<file path="config.mk">
export PLATFORM = sky130hd
export DESIGN_NAME = shfl_unit
export DESIGN_NICKNAME = d
export VERILOG_FILES = /design/src/rtl/shfl_pkg.sv /design/src/rtl/shfl_lane_mux.sv /design/src/rtl/shfl_vote.sv /design/src/rtl/shfl_unit.sv
export SDC_FILE = /design/constraint.sdc
export NUM_CORES = 1
export LEC_CHECK = 0
export BUFFER_PORTS_ARGS = -buffer_cell sky130_fd_sc_hd__buf_2
export CORE_MARGIN = 2
export CORE_UTILIZATION = 30
export CTS_BUF_LIST = sky130_fd_sc_hd__clkbuf_2 sky130_fd_sc_hd__clkbuf_4 sky130_fd_sc_hd__clkbuf_8
export CTS_CLUSTER_DIAMETER = 200
export DETAILED_ROUTE_END_ITERATION = 7
export PLACE_DENSITY = 0.5
export SLEW_MARGIN = 20
export SYNTH_ARGS = -nofsm -noshare
export SYNTH_HDL_FRONTEND = slang
export SYNTH_SLANG_ARGS = --single-unit
</file>
<file path="constraint.sdc">
create_clock -name clk -period 7 [get_ports clk]
set_clock_uncertainty 0.15 [all_clocks]
set_input_delay 1.4 -clock clk [delete_from_list [all_inputs] [get_ports clk]]
set_output_delay 1.4 -clock clk [all_outputs]
set_load 0.01 [all_outputs]
</file>
<file path="src/rtl/shfl_pkg.sv">
package shfl_pkg;

    typedef enum logic [1:0] {
        OP_PASS  = 2'd0,
        OP_XOR   = 2'd1,
        OP_IDX   = 2'd2,
        OP_BCAST = 2'd3
    } shfl_op_e;

    // Source lane chosen for one destination lane (indices up to 8 bits).
    function automatic logic [7:0] pick_src(
        input shfl_op_e   mode,
        input logic [7:0] lane,
        input logic [7:0] shared_k,
        input logic [7:0] own_idx
    );
        logic [7:0] s;
        unique case (mode)
            OP_PASS:  s = lane;
            OP_XOR:   s = lane ^ shared_k;
            OP_IDX:   s = own_idx;
            OP_BCAST: s = shared_k;
            default:  s = lane;
        endcase
        return s;
    endfunction

endpackage

</file>
<file path="src/rtl/shfl_lane_mux.sv">
module shfl_lane_mux
    import shfl_pkg::*;
#(
    parameter int NL   = 4,
    parameter int DW   = 32,
    parameter int LANE = 0
) (
    input  shfl_op_e                 mode,
    input  logic [$clog2(NL)-1:0]    k,
    input  logic [$clog2(NL)-1:0]    own_idx,
    input  logic [NL-1:0]            active,
    input  logic [NL*DW-1:0]         src,
    output logic [DW-1:0]            y
);
    localparam int LW = $clog2(NL);

    logic [7:0]    pick;
    logic [LW-1:0] sel;
    logic          keep_own;

    always_comb begin
        pick     = pick_src(mode, 8'(LANE), 8'(k), 8'(own_idx));
        sel      = pick[LW-1:0];
        // XOR mode falls back to the lane's own value when its partner is idle.
        keep_own = (mode == OP_XOR) && !active[sel];
        if (keep_own)
            y = src[LANE*DW +: DW];
        else
            y = src[sel*DW +: DW];
    end

endmodule

</file>
<file path="src/rtl/shfl_vote.sv">
module shfl_vote #(
    parameter int NL = 4
) (
    input  logic [NL-1:0] pred,
    input  logic [NL-1:0] active,
    output logic          any
);
    logic [NL-1:0] live;

    genvar g;
    generate
        for (g = 0; g < NL; g++) begin : g_live
            assign live[g] = pred[g] & active[g];
        end
    endgenerate

    assign any = |live;

endmodule

</file>
<file path="src/rtl/shfl_unit.sv">
module shfl_unit
    import shfl_pkg::*;
#(
    parameter int NL = 4,
    parameter int DW = 32
) (
    input  logic                     clk,
    input  logic                     rst,
    input  logic                     in_valid,
    input  logic [1:0]               op,
    input  logic [$clog2(NL)-1:0]    k,
    input  logic [NL*$clog2(NL)-1:0] idx,
    input  logic [NL-1:0]            active,
    input  logic [NL*DW-1:0]         src,
    input  logic [NL-1:0]            pred,
    output logic                     out_valid,
    output logic [NL*DW-1:0]         res,
    output logic                     vote_any
);
    localparam int LW = $clog2(NL);

    shfl_op_e         mode;
    logic [NL*DW-1:0] xbar;
    logic             vote_c;

    assign mode = shfl_op_e'(op);

    genvar g;
    generate
        for (g = 0; g < NL; g++) begin : g_lane
            shfl_lane_mux #(.NL(NL), .DW(DW), .LANE(g)) u_mux (
                .mode    (mode),
                .k       (k),
                .own_idx (idx[g*LW +: LW]),
                .active  (active),
                .src     (src),
                .y       (xbar[g*DW +: DW])
            );
        end
    endgenerate

    shfl_vote #(.NL(NL)) u_vote (
        .pred   (pred),
        .active (active),
        .any    (vote_c)
    );

    always_ff @(posedge clk) begin
        if (rst) begin
            out_valid <= 1'b0;
            res       <= '0;
            vote_any  <= 1'b0;
        end else begin
            out_valid <= in_valid;
            if (in_valid) begin
                res      <= xbar;
                vote_any <= vote_c;
            end
        end
    end

endmodule

</file>
# Word-level counts from Yosys, hierarchy flattened
# Index checks and enable logic that the tools add are counted.
# classes
n_lt_le_gt_ge,4
shift,4
reduce_logical,11
muxes,16
n_eq_ne,3
bitwise_logic,7
# ops
operator,n
variable part select 128 x 8 -> 32 bit,4
two-way mux 32 bit,4
one-hot mux 2 bit (4 select lines),3
< comparator 2 x 3 -> 1 bit (second input constant),4
binary-select mux 1 bit (select 2 bit),4
one-hot mux 2 bit (3 select lines),1
bitwise AND 1 bit,4
equality test 2 bit (second input constant),2
logical AND 1 bit,4
logical NOT 1 bit,4
two-way mux 1 bit,4
OR reduction 4 bit,1
equality test 2 x 1 -> 1 bit (second input constant),1
logical NOT 2 bit,1
NOT 1 bit,2
NOT 2 bit,1
OR reduction 2 bit,1
# totals
wordCells,48
output_inout_bits,130
reg_bits,130
in_bits,151

# Logic depth before layout (Yosys ltp)
# Gate-level depths: netlist of the first run.
# depth
depth_word,8
mapped_depth,10
mapped_depth_nobuf,6

# Hierarchy
# Synthesis of the first run repeated with hierarchy kept, for this count alone.
# hier_totals
cells_unflattened,1669
area_unflattened_um2,13182.6
# modules_own_cells
module,cells_per_inst,area_each_um2,seq_area_each_um2,n_inst
shfl_unit,418,4683.2,2602.5,1
shfl_lane_mux at g_lane[3].u_mux,466,3188.1,0.0,1
shfl_lane_mux at g_lane[1].u_mux,351,2168.3,0.0,1
shfl_lane_mux at g_lane[0].u_mux,276,1620.3,0.0,1
shfl_lane_mux at g_lane[2].u_mux,155,1503.9,0.0,1
shfl_vote,3,18.8,0.0,1

# Least setup slack after synthesis of the first run
# Ideal clock, no wire load.
# synth_path
kind,in2reg
startpoint,input port op[1]
endpoint,register res[33]
n_path_buf,2
setup_ps,122
setup_slack_ps,3634
stages,6
required_ps,6728
t_arrival_ps,3095
cell_sequence,buf_4 and3b_4 a21oi_4 buf_2 mux4_2 a221o_1
# synth_between
elab_chain_len,7
word_cells_on_any_way,11
cone_classes,eq/ne (3); shift (1); mux (4); reduce/logical (3)
# synth_lines
item,line_no,text
start: declaration,shfl_unit.sv:10,"input logic [1:0] op,"
branches (longest 6 deep; another with variable part select 128 x 8 -> 32 bit),n/a,
two-way mux 32 bit (*),shfl_lane_mux.sv:26,if (keep_own)
end signal: assignment,shfl_unit.sv:56,res <= xbar;
end: declaration,shfl_unit.sv:17,"output logic [NL*DW-1:0] res,"
# Mark *: on every way between the ends. The select of a mux whose other input is x is not followed.
# A chain may end at the register's enable or synchronous reset.

# Worst setup path in the final report of the first run
# layout_path
startpoint,input port op[0]
endpoint,register res[0]
# layout_between
elab_chain_len,8
word_cells_on_any_way,12
cone_classes,eq/ne (3); shift (1); mux (4); reduce/logical (4)
# layout_lines
item,line_no
branches (longest 7 deep; another with variable part select 128 x 8 -> 32 bit),n/a
two-way mux 32 bit (*),shfl_lane_mux.sv:26
# Marks and branches as above.

==> results.toml, run 1 <==
[outcome]
status = "finished, final reports clean"

[yosys]
syn_area_um2 = 9179
ys_ff_latch = 130
ys_warn_count = 0
synth_top_area_share_pct = 28.35
post-synth-top-area-cell = "dfxtp_1"
avgSynthCellArea_um2 = 8.667
synth_ff_type = "dfxtp_1"
yosysUniqueCellTypes = 50
ys_seq_area_share_pct = 28.35
synth-edff-count = 0
synth_nets = 1210
synthArstFlopShare_pct = 0
synth_area_leaders = "dfxtp_1 (28%), mux4_2 (8.3%), mux2i_1 (7.6%)"
syn_inst = 1059

[cts]
numCtsBuffers = 17
cts_tree = "yes"
htree_levels = 4
clk_pin_slew_ns = 0.09
clock_latency_ns = 0.45
cts_num_sinks = 130
clock_path_buffers = 2
cts_setup_buffers = 0
cts-resized-gates = 0
cts_hold_buf = 0
root_buffer = "clkbuf_8"

[power_and_ir_drop]
clockPowerShare_pct = 31.3
p_sw_share_pct = 35.47
p_switching_w = 0.0007925
power_frac_comb_pct = 30.4
ir_worst_vdd_v = 0.0001218
seq_power_share_pct = 38.3
p_per_area_nw_per_um2 = 201.1
internal_power_w = 0.001442
leakage_nw = 4.956

[setup_path]
cp-start-kind = "input port"
rr_worst_depth = 2
path_class = "input port to flip-flop"
cp.required_ns = 7.16
endpoint_kind = "flip-flop"
cp.arrival_ns = 4.76
worstPathMaxFanout = 33

[timing]
tightestPinTransition_ns = 1.097
drv_slew = 0
period_share_pct = 65.71
setup_tns_ns = 0
hold_ws_ns = 0.3264
slew_headroom_pct = 26.89
setup_viol = 0
rsz0062_at_grt = "false"
final-hold-violation-count = 0
fmax_mhz = 217.4
period_needed_ns = 4.600

[detailed_routing]
first_iter_violations = 617
drc_errors = 0
num_vias = 9634
finalWirelength_um = 37830
wire_per_inst_um = 22.64
firstDrtPassIters = 7
ant_nets = 0
avgViaCountPerCell = 5.765

[worst_hold_path]
hold_path_class = "flip-flop to flip-flop"
whs_path_depth = 2

[layout]
final_layout_size_suffix_gt1_share_pct = 33.12
final_cell_mix = "buf_2 (280), nand2_1 (132), dfxtp_1 (130)"
final_common_cell = "buf_2"
fillers = 3162
fin_nets = 1410
area_growth_pct = 21.02
design_area_um2 = 11110

[global_route]
gr-usage-all-layers_pct = 23.28
grt_max_degree = 65
antenna_found_initial = 4
grt_pass1_vias = 9133
grt_remaining_overflow = 0
grt_pass1_wl_um = 56890

[floorplanning]
ios = 281
initial_core_util_pct = 30.24
die-width_um = 178.9
die-height_um = 178.9
fp.coreArea_um2 = 30350
dieArea_um2 = 32010
rows = 64

[placed_design]
dpl_cell_area_um2 = 10700
dp_hpwl_um = 24390
portBuffers = 280
routabilityCongestion = 0.8519

[run]
cap_violations = 0
-- layout make-up --
cell class / instances / area [µm²] / share of cell area (%)
Tap cell: 396 / 495.5 / 4.460
Antenna cell: 4 / 10.01 / 0.09011
Inverter: 8 / 30.03 / 0.2703
Sequential cell: 130 / 2603 / 23.43
Timing Repair Buffer: 295 / 1514 / 13.63
Clock inverter: 14 / 165.2 / 1.487
Multi-Input combinational cell: 807 / 6057 / 54.53
Clock buffer: 17 / 234.0 / 2.106
-- synthesized netlist by cell type, drive strengths merged, types with 32 or more instances --
| cell type | count |
|---|---|
| mux2 | 35 |
| buf | 55 |
| mux2i | 70 |
| nand2 | 133 |
| a32oi | 64 |
| a21oi | 73 |
| dfxtp | 130 |
| and2 | 66 |
| a221o | 64 |
| clkbuf | 59 |
| a311oi | 32 |
| mux4 | 34 |
| nor2 | 40 |
| o21ai | 96 |
-- worst max-delay path: stages --
cell and delay (ns):
buf_2 0.43, and2_2 0.78, a21oi_4 0.02, buf_4 0.33, mux4_2 0.91, a21o_2 0.69, o21ai_0 0.19
-- metal layers --
| layer | part of all wire (%) | track usage (%) |
|---|---|---|
| met5 | 0 | 0 |
| met4 | 2.1 | 7.046 |
| met3 | 6.4 | 3.711 |
| met2 | 47 | 38.72 |
| met1 | 44 | 30.90 |
-- sequential cells by signal, indices dropped and copies added (netlist names) --
signal,flops
res,128
vote_any,1
out_valid,1
-- path summary, 6_finish.rpt --
kind / start / to / slack (ns)
max: op[0] / res[0]$_SDFFE_PP0P_ / 2.40
min: res[19]$_SDFFE_PP0P_ / res[19]$_SDFFE_PP0P_ / 0.33
max reg2reg: res[124]$_SDFFE_PP0P_ / res[124]$_SDFFE_PP0P_ / 5.99
min reg2reg: res[19]$_SDFFE_PP0P_ / res[19]$_SDFFE_PP0P_ / 0.33
-- power by group through the flow --
| stage | clock [W] | sequential [W] | combinational (W) |
|---|---|---|---|
| CTS | 0.000719 | 0.000855 | 0.000679 |
| global placement | 0 | 0.000872 | 0.000671 |
| finish | 0.000699 | 0.000855 | 0.000680 |
| global route | 0.000748 | 0.000862 | 0.000740 |
| detailed placement | 0 | 0.000871 | 0.000677 |
| floorplan | 0 | 0.000893 | 0.000389 |
-- per-stage QoR --
stage,utilization (%),worst slack [ns],total power (W),cells
after floorplan,-,3.634,0.001282,1059
after global placement,35.25,2.001,0.001543,1636
after detailed placement,35.25,1.944,0.001548,1636
after CTS,36.57,2.433,0.002254,1667
after global routing,36.60,2.196,0.002350,1671
final,36.60,2.400,0.002234,1671
-- logic make-up (layout without fill, tap and decap cells) --
logic type | after synthesis | in the layout | share of synthesized area (%)
AO/OA/AOI/OAI | 349 | 349 | 27.49
AND/OR/NAND/NOR | 318 | 318 | 16.92
multiplexers | 139 | 139 | 20.31
flip-flops | 130 | 130 | 28.35
buffers and inverters | 122 | 334 | 6.829
XOR/XNOR | 1 | 1 | 0.09544
other | 0 | 4 | 0
No activity file was read; power rests on OpenSTA's default activity.
==> inputs of run 2 (changes only) <==
--- a/config.mk
+++ b/config.mk
@@ -5,13 +5,14 @@
 export SDC_FILE = /design/constraint.sdc
 export NUM_CORES = 1
 export LEC_CHECK = 0
+export ABC_AREA = 1
 export BUFFER_PORTS_ARGS = -buffer_cell sky130_fd_sc_hd__buf_2
 export CORE_MARGIN = 2
 export CORE_UTILIZATION = 30
 export CTS_BUF_LIST = sky130_fd_sc_hd__clkbuf_2 sky130_fd_sc_hd__clkbuf_4 sky130_fd_sc_hd__clkbuf_8
 export CTS_CLUSTER_DIAMETER = 200
 export DETAILED_ROUTE_END_ITERATION = 7
-export PLACE_DENSITY = 0.5
+export PLACE_DENSITY = 0.49
 export SLEW_MARGIN = 20
 export SYNTH_ARGS = -nofsm -noshare
 export SYNTH_HDL_FRONTEND = slang
==> constraint.sdc (replaced) <==
create_clock -name clk -period 4.65 [get_ports clk]
set_clock_uncertainty 0.15 [all_clocks]
set_input_delay 0.93 -clock clk [delete_from_list [all_inputs] [get_ports clk]]
set_output_delay 0.93 -clock clk [all_outputs]
set_load 0.01 [all_outputs]
==> results.toml, run 2 <==
[placed_design]
routabilityCongestion = 0.8816
place_ws_ns = 0.6429
dpl_cell_area_um2 = 13030
portBuffers = 280
dp_hpwl_um = 36780

[timing]
tightestPinTransition_ns = 0.9864
setup_ws_ns = 1.123
setup_tns_ns = 0
drv_slew = 0
final-hold-violation-count = 0
rsz0062_at_grt = "false"
setup_viol = 0
slew_headroom_pct = 34.24
period_share_pct = 75.84
period_needed_ns = 3.527
fmax_mhz = 283.6

[setup_path]
crit_chain = "buf_2 -> inv_2 -> nand2_1 -> nand2_4 -> nand3_4 -> nand2_1 -> nand2_1 -> nand2_1 -> nand3_2 -> nand2_1 -> nand3_1 -> a21oi_1"
cp-start-kind = "input port"
cp.required_ns = 4.92
cpLargestDelayFamily = "simple AND/OR/NAND/NOR gates"
path_class = "input port to flip-flop"
cp.buffers_inverters = 2
endpoint_kind = "flip-flop"
cp_slowest_cell = "nand3_2"
timing.critical_path.mode_cell = "nand2_1"
worstPathMaxFanout = 40
cp.arrival_ns = 3.80
slowest_delay_ns = 0.72
r2r_slack_ns = 3.75

[power_and_ir_drop]
p_per_area_nw_per_um2 = 285.4
leakage_nw = 6.867
power_w = 0.003837
ir_worst_vdd_v = 0.0002201

[cts]
cts_setup_buffers = 0
clk_pin_slew_ns = 0.08
cts_hold_buf = 0
cts_tree = "yes"
clock_path_buffers = 2
clock_latency_ns = 0.51
htree_levels = 4
numCtsBuffers = 17
root_buffer = "clkbuf_8"
cts-resized-gates = 0
cts_num_sinks = 130

[floorplanning]
dieArea_um2 = 39960
initial_core_util_pct = 30.50
die-width_um = 199.9
fp.coreArea_um2 = 37760
rows = 71
die-height_um = 199.9
ios = 281

[global_route]
grt_remaining_overflow = 0
grt_pass1_vias = 13720
grt_pass1_wl_um = 82920
gr-usage-all-layers_pct = 27.24
grt_max_degree = 85
antenna_found_initial = 2

[detailed_routing]
finalWirelength_um = 54920
num_vias = 14820
avgViaCountPerCell = 5.473
wire_per_inst_um = 20.29
drc_errors = 0
firstDrtPassIters = 6
first_iter_violations = 1755
ant_nets = 0

[yosys]
syn_area_um2 = 11510
synthArstFlopShare_pct = 0
synth_area_leaders = "dfxtp_1 (23%), nand2_1 (21%), nand3_1 (19%)"
synth_ff_type = "dfxtp_1"
yosysMostFrequentCell = "nand2_1"
synth-edff-count = 0
yosysUniqueCellTypes = 24
ys_ff_latch = 130
synth_nets = 2191
netlist_top_cells_count = "nand2_1 (635), nand3_1 (433), inv_1 (234), nand4_1 (166), dfxtp_1 (130)"
avgSynthCellArea_um2 = 5.644
post-synth-top-area-cell = "dfxtp_1"
ys_seq_area_share_pct = 22.60
synth_top_area_share_pct = 22.60
ys_warn_count = 0
syn_inst = 2040

[layout]
area_growth_pct = 16.78
fillers = 4297
final_cell_mix = "nand2_1 (630), nand3_1 (427), buf_2 (278)"
final_layout_size_suffix_gt1_share_pct = 17.11
design_area_um2 = 13450
utilization_pct = 35.61
fin_nets = 2331
largest_reg_flops = 128
final_common_cell = "nand2_1"
largestRegisters = "res: 128 flops, out_valid: 1 flops, vote_any: 1 flops"
top_register = "res"

[run]
cap_violations = 0

[outcome]
status = "finished, final reports clean"

[worst_hold_path]
hold_path_class = "flip-flop to flip-flop"
==> run 2: cell types whose count changed after synthesis, moves of 48 or more <==
cell      before  now
o21ai_1       52    0
o211ai_1       0   96
nand2_1      133  635
mux2i_1       70    0
inv_1          8  234
and2_1        65    0
a221o_1       64    0
nand3_1       31  433
nand4_1        0  166
buf_2         27   75
a32oi_1       64    0
a21oi_1       71  128
==> run 2: path summary, 6_finish.rpt <==
path,from,to,cells past startpoint
max reg2reg,res[101]$_SDFFE_PP0P_,res[101]$_SDFFE_PP0P_,2
min reg2reg,res[34]$_SDFFE_PP0P_,res[34]$_SDFFE_PP0P_,2
max,op[1],res[126]$_SDFFE_PP0P_,12
min,res[34]$_SDFFE_PP0P_,res[34]$_SDFFE_PP0P_,2
==> run 2: through the flow <==
stage,instances,hold WS [ns]
floorplan,2040,0.3400
global placement,2672,0.3022
detailed placement,2672,0.3045
CTS,2703,0.3171
global route,2704,0.3333
finish,2707,0.3136
==> run 2: area by class of cell <==
type / instances / area [µm²] / share of cell area [%]
clock buffers: 21 / 276.5 / 2.057
repair buffers: 313 / 1654 / 12.30
diodes: 4 / 10.01 / 0.07445
well taps: 511 / 639.4 / 4.755
clock inverters: 10 / 133.9 / 0.9957
flip-flops and latches: 130 / 2603 / 19.36
inverters: 240 / 905.9 / 6.737
multi-input cells: 1478 / 7223 / 53.72
==> run 2: kinds of logic after synthesis <==
logic type             count (synthesis)  synth area share (%)
AOI/OAI and AO/OA                    230                 12.30
buffers and inverters                432                 15.65
DFF                                  130                 22.60
and+or+nand+nor                     1248                 49.45
==> run 2: power by group <==
group          internal [W]  switching, W  leakage (nW)  total, W
clock network      0.000564      0.000528         0.208   0.00109
registers           0.00121     0.0000610          1.07   0.00127
logic              0.000464       0.00101          5.59   0.00147
total               0.00224       0.00160          6.87   0.00384
==> run 2: worst register-to-register path, delay by kind of cell (launching register included) <==
family,cells,cell delay [ns]
DFF,1,0.43
AOI/OAI and AO/OA,1,0.16
and+or+nand+nor,1,0.08
==> run 2: layer usage <==
| metal | track usage [%] | vias up | wire length (µm) |
|---|---|---|---|
| met5 | 0 | - | 0 |
| met4 | 10.73 | 0 | 1820 |
| met3 | 4.536 | 107 | 4160 |
| met2 | 42.95 | 724 | 24720 |
| met1 | 37.01 | 6862 | 24220 |
| li1 | - | 7122 | - |
==> inputs of run 3 (changes only) <==
--- a/config.mk
+++ b/config.mk
@@ -12,7 +12,7 @@
 export CTS_BUF_LIST = sky130_fd_sc_hd__clkbuf_2 sky130_fd_sc_hd__clkbuf_4 sky130_fd_sc_hd__clkbuf_8
 export CTS_CLUSTER_DIAMETER = 200
 export DETAILED_ROUTE_END_ITERATION = 7
-export PLACE_DENSITY = 0.49
+export PLACE_DENSITY = 0.51
 export SLEW_MARGIN = 20
 export SYNTH_ARGS = -nofsm -noshare
 export SYNTH_HDL_FRONTEND = slang
==> constraint.sdc (replaced) <==
create_clock -name clk -period 3.2 [get_ports clk]
set_clock_uncertainty 0.15 [all_clocks]
set_input_delay 0.64 -clock clk [delete_from_list [all_inputs] [get_ports clk]]
set_output_delay 0.64 -clock clk [all_outputs]
set_load 0.01 [all_outputs]
==> results.toml, run 3 (synthesis results as in run 2) <==
[timing]
final-hold-violation-count = 0
setup_tns_ns = 0
fmax_mhz = 423.0
drv_slew = 0
rsz0062_at_grt = "false"
slew_headroom_pct = 45.62
period_share_pct = 73.87
period_needed_ns = 2.364
setup_viol = 0
tightestPinTransition_ns = 0.8157

[cts]
clock_path_buffers = 2
clk_pin_slew_ns = 0.08
clock_latency_ns = 0.51
htree_levels = 4
cts_num_sinks = 130
cts-resized-gates = 0
root_buffer = "clkbuf_8"
cts_tree = "yes"
cts_hold_buf = 0
numCtsBuffers = 17
cts_setup_buffers = 0

[detailed_routing]
avgViaCountPerCell = 5.502
wire_per_inst_um = 19.94
first_iter_violations = 1388
finalWirelength_um = 54490
firstDrtPassIters = 6
drc_errors = 0
num_vias = 15040
ant_nets = 0

[floorplanning]
initial_core_util_pct = 30.50
fp.coreArea_um2 = 37760
dieArea_um2 = 39960
die-width_um = 199.9
ios = 281
rows = 71
die-height_um = 199.9

[setup_path]
path_class = "input port to flip-flop"
endpoint_kind = "flip-flop"
timing.critical_path.mode_cell = "nand2_1"
crit_chain = "buf_2 -> inv_2 -> nor2_1 -> nand2_1 -> nand2_4 -> nand2_1 -> nand3_2 -> nand3_2 -> buf_4 -> nand2_1 -> nand3_1 -> a21oi_1"
worstPathMaxFanout = 22
cp.buffers_inverters = 3
slowest_delay_ns = 0.28
reg2reg_from = "res[52]$_SDFFE_PP0P_"
cp-startpoint = "op[1]"
cp-start-kind = "input port"
cp.arrival_ns = 2.66
cp_slowest_cell = "buf_4"
cp.required_ns = 3.49
cpLargestDelayFamily = "simple AND/OR/NAND/NOR gates"

[global_route]
grt_max_degree = 129
grt_remaining_overflow = 0
gr-usage-all-layers_pct = 26.85
grt_pass1_wl_um = 82050
grt_pass1_vias = 13680
antenna_found_initial = 5

[layout]
seq_area_um2 = 2603
fillers = 4286
final_cell_mix = "nand2_1 (630), nand3_1 (427), buf_2 (278)"
final_common_cell = "nand2_1"
top_register = "res"
final_layout_size_suffix_gt1_share_pct = 18.15
multi_input_area_um2 = 7223
largestRegisters = "res: 128 flops, out_valid: 1 flops, vote_any: 1 flops"
area_growth_pct = 19.24
largest_reg_flops = 128
fin_nets = 2358

[placed_design]
dp_hpwl_um = 38310
portBuffers = 280
routabilityCongestion = 0.8695

[power_and_ir_drop]
power_w = 0.005542
leakage_nw = 7.025
p_per_area_nw_per_um2 = 403.7
ir_worst_vdd_v = 0.0003244

[run]
cap_violations = 0

[outcome]
status = "finished, final reports clean"

[worst_hold_path]
hold_path_class = "flip-flop to flip-flop"
worstHoldStart = "res[50]$_SDFFE_PP0P_"
[run 3: cell types whose count changed in the layout (fill, tap and decap cells not counted), sizes merged]
cell,before,now
diode,4,2
clkinv,5,4
buf,313,340
inv,240,243
bufinv,3,1
clkbuf,21,22
[run 3: per-layer routing]
| layer | global-route usage, % | wire length [µm] | vias to the layer above | share of wire, % |
|---|---|---|---|---|
| met5 | 0 | 54 | - | 0.099 |
| met4 | 12.57 | 2048 | 8 | 3.8 |
| met3 | 4.587 | 4356 | 103 | 8.0 |
| met2 | 41.80 | 24360 | 780 | 45 |
| met1 | 36.11 | 23670 | 6968 | 43 |
| li1 | - | - | 7179 | - |
[run 3: where the power goes]
part | internal (W) | switching [W] | total (W)
sequential | 0.00176 | 0.0000955 | 0.00186
clock | 0.000711 | 0.000786 | 0.00150
combinational | 0.000725 | 0.00146 | 0.00219
total | 0.00320 | 0.00234 | 0.00554
[run 3: tightest hold or removal path, delay by kind of cell (launching register included)]
| family | cells | cell delay, ns |
|---|---|---|
| AO/OA/AOI/OAI | 1 | 0.05 |
| flip-flops | 1 | 0.31 |
| AND/OR/NAND/NOR | 1 | 0.06 |
[run 3: cell type report]
| cell class | instances | area share (%) |
|---|---|---|
| multi-input combinational | 1478 | 52.62 |
| sequential | 130 | 18.96 |
| timing repair buffer | 340 | 14.25 |
| inverter | 240 | 6.599 |
| tap | 511 | 4.657 |
| clock buffer | 22 | 2.160 |
| clock inverter | 10 | 0.7200 |
| antenna | 2 | 0.03646 |
[run 3: metrics by stage]
step / hold slack [ns] / cells / setup slack (ns) / utilization [%] / cell area [µm²]
after global placement: 0.3009 / 2699 / 0.3822 / 35.30 / 13330
after detailed placement: 0.3034 / 2699 / 0.3400 / 35.30 / 13330
after floorplan: 0.3400 / 2040 / 1.008 / - / 11510
after CTS: 0.3115 / 2731 / 0.8766 / 36.35 / 13720
final: 0.3140 / 2733 / 0.8361 / 36.36 / 13730
after global routing: 0.3292 / 2732 / 0.6690 / 36.35 / 13730
[run 3: final timing paths]
kind | to | slack, ns | cells after the start
worst max-delay path | res[88]$_SDFFE_PP0P_ | 0.84 | 12
worst min-delay path | res[50]$_SDFFE_PP0P_ | 0.31 | 2
worst max register to register | res[52]$_SDFFE_PP0P_ | 2.31 | 2
worst min register to register | res[50]$_SDFFE_PP0P_ | 0.31 | 2
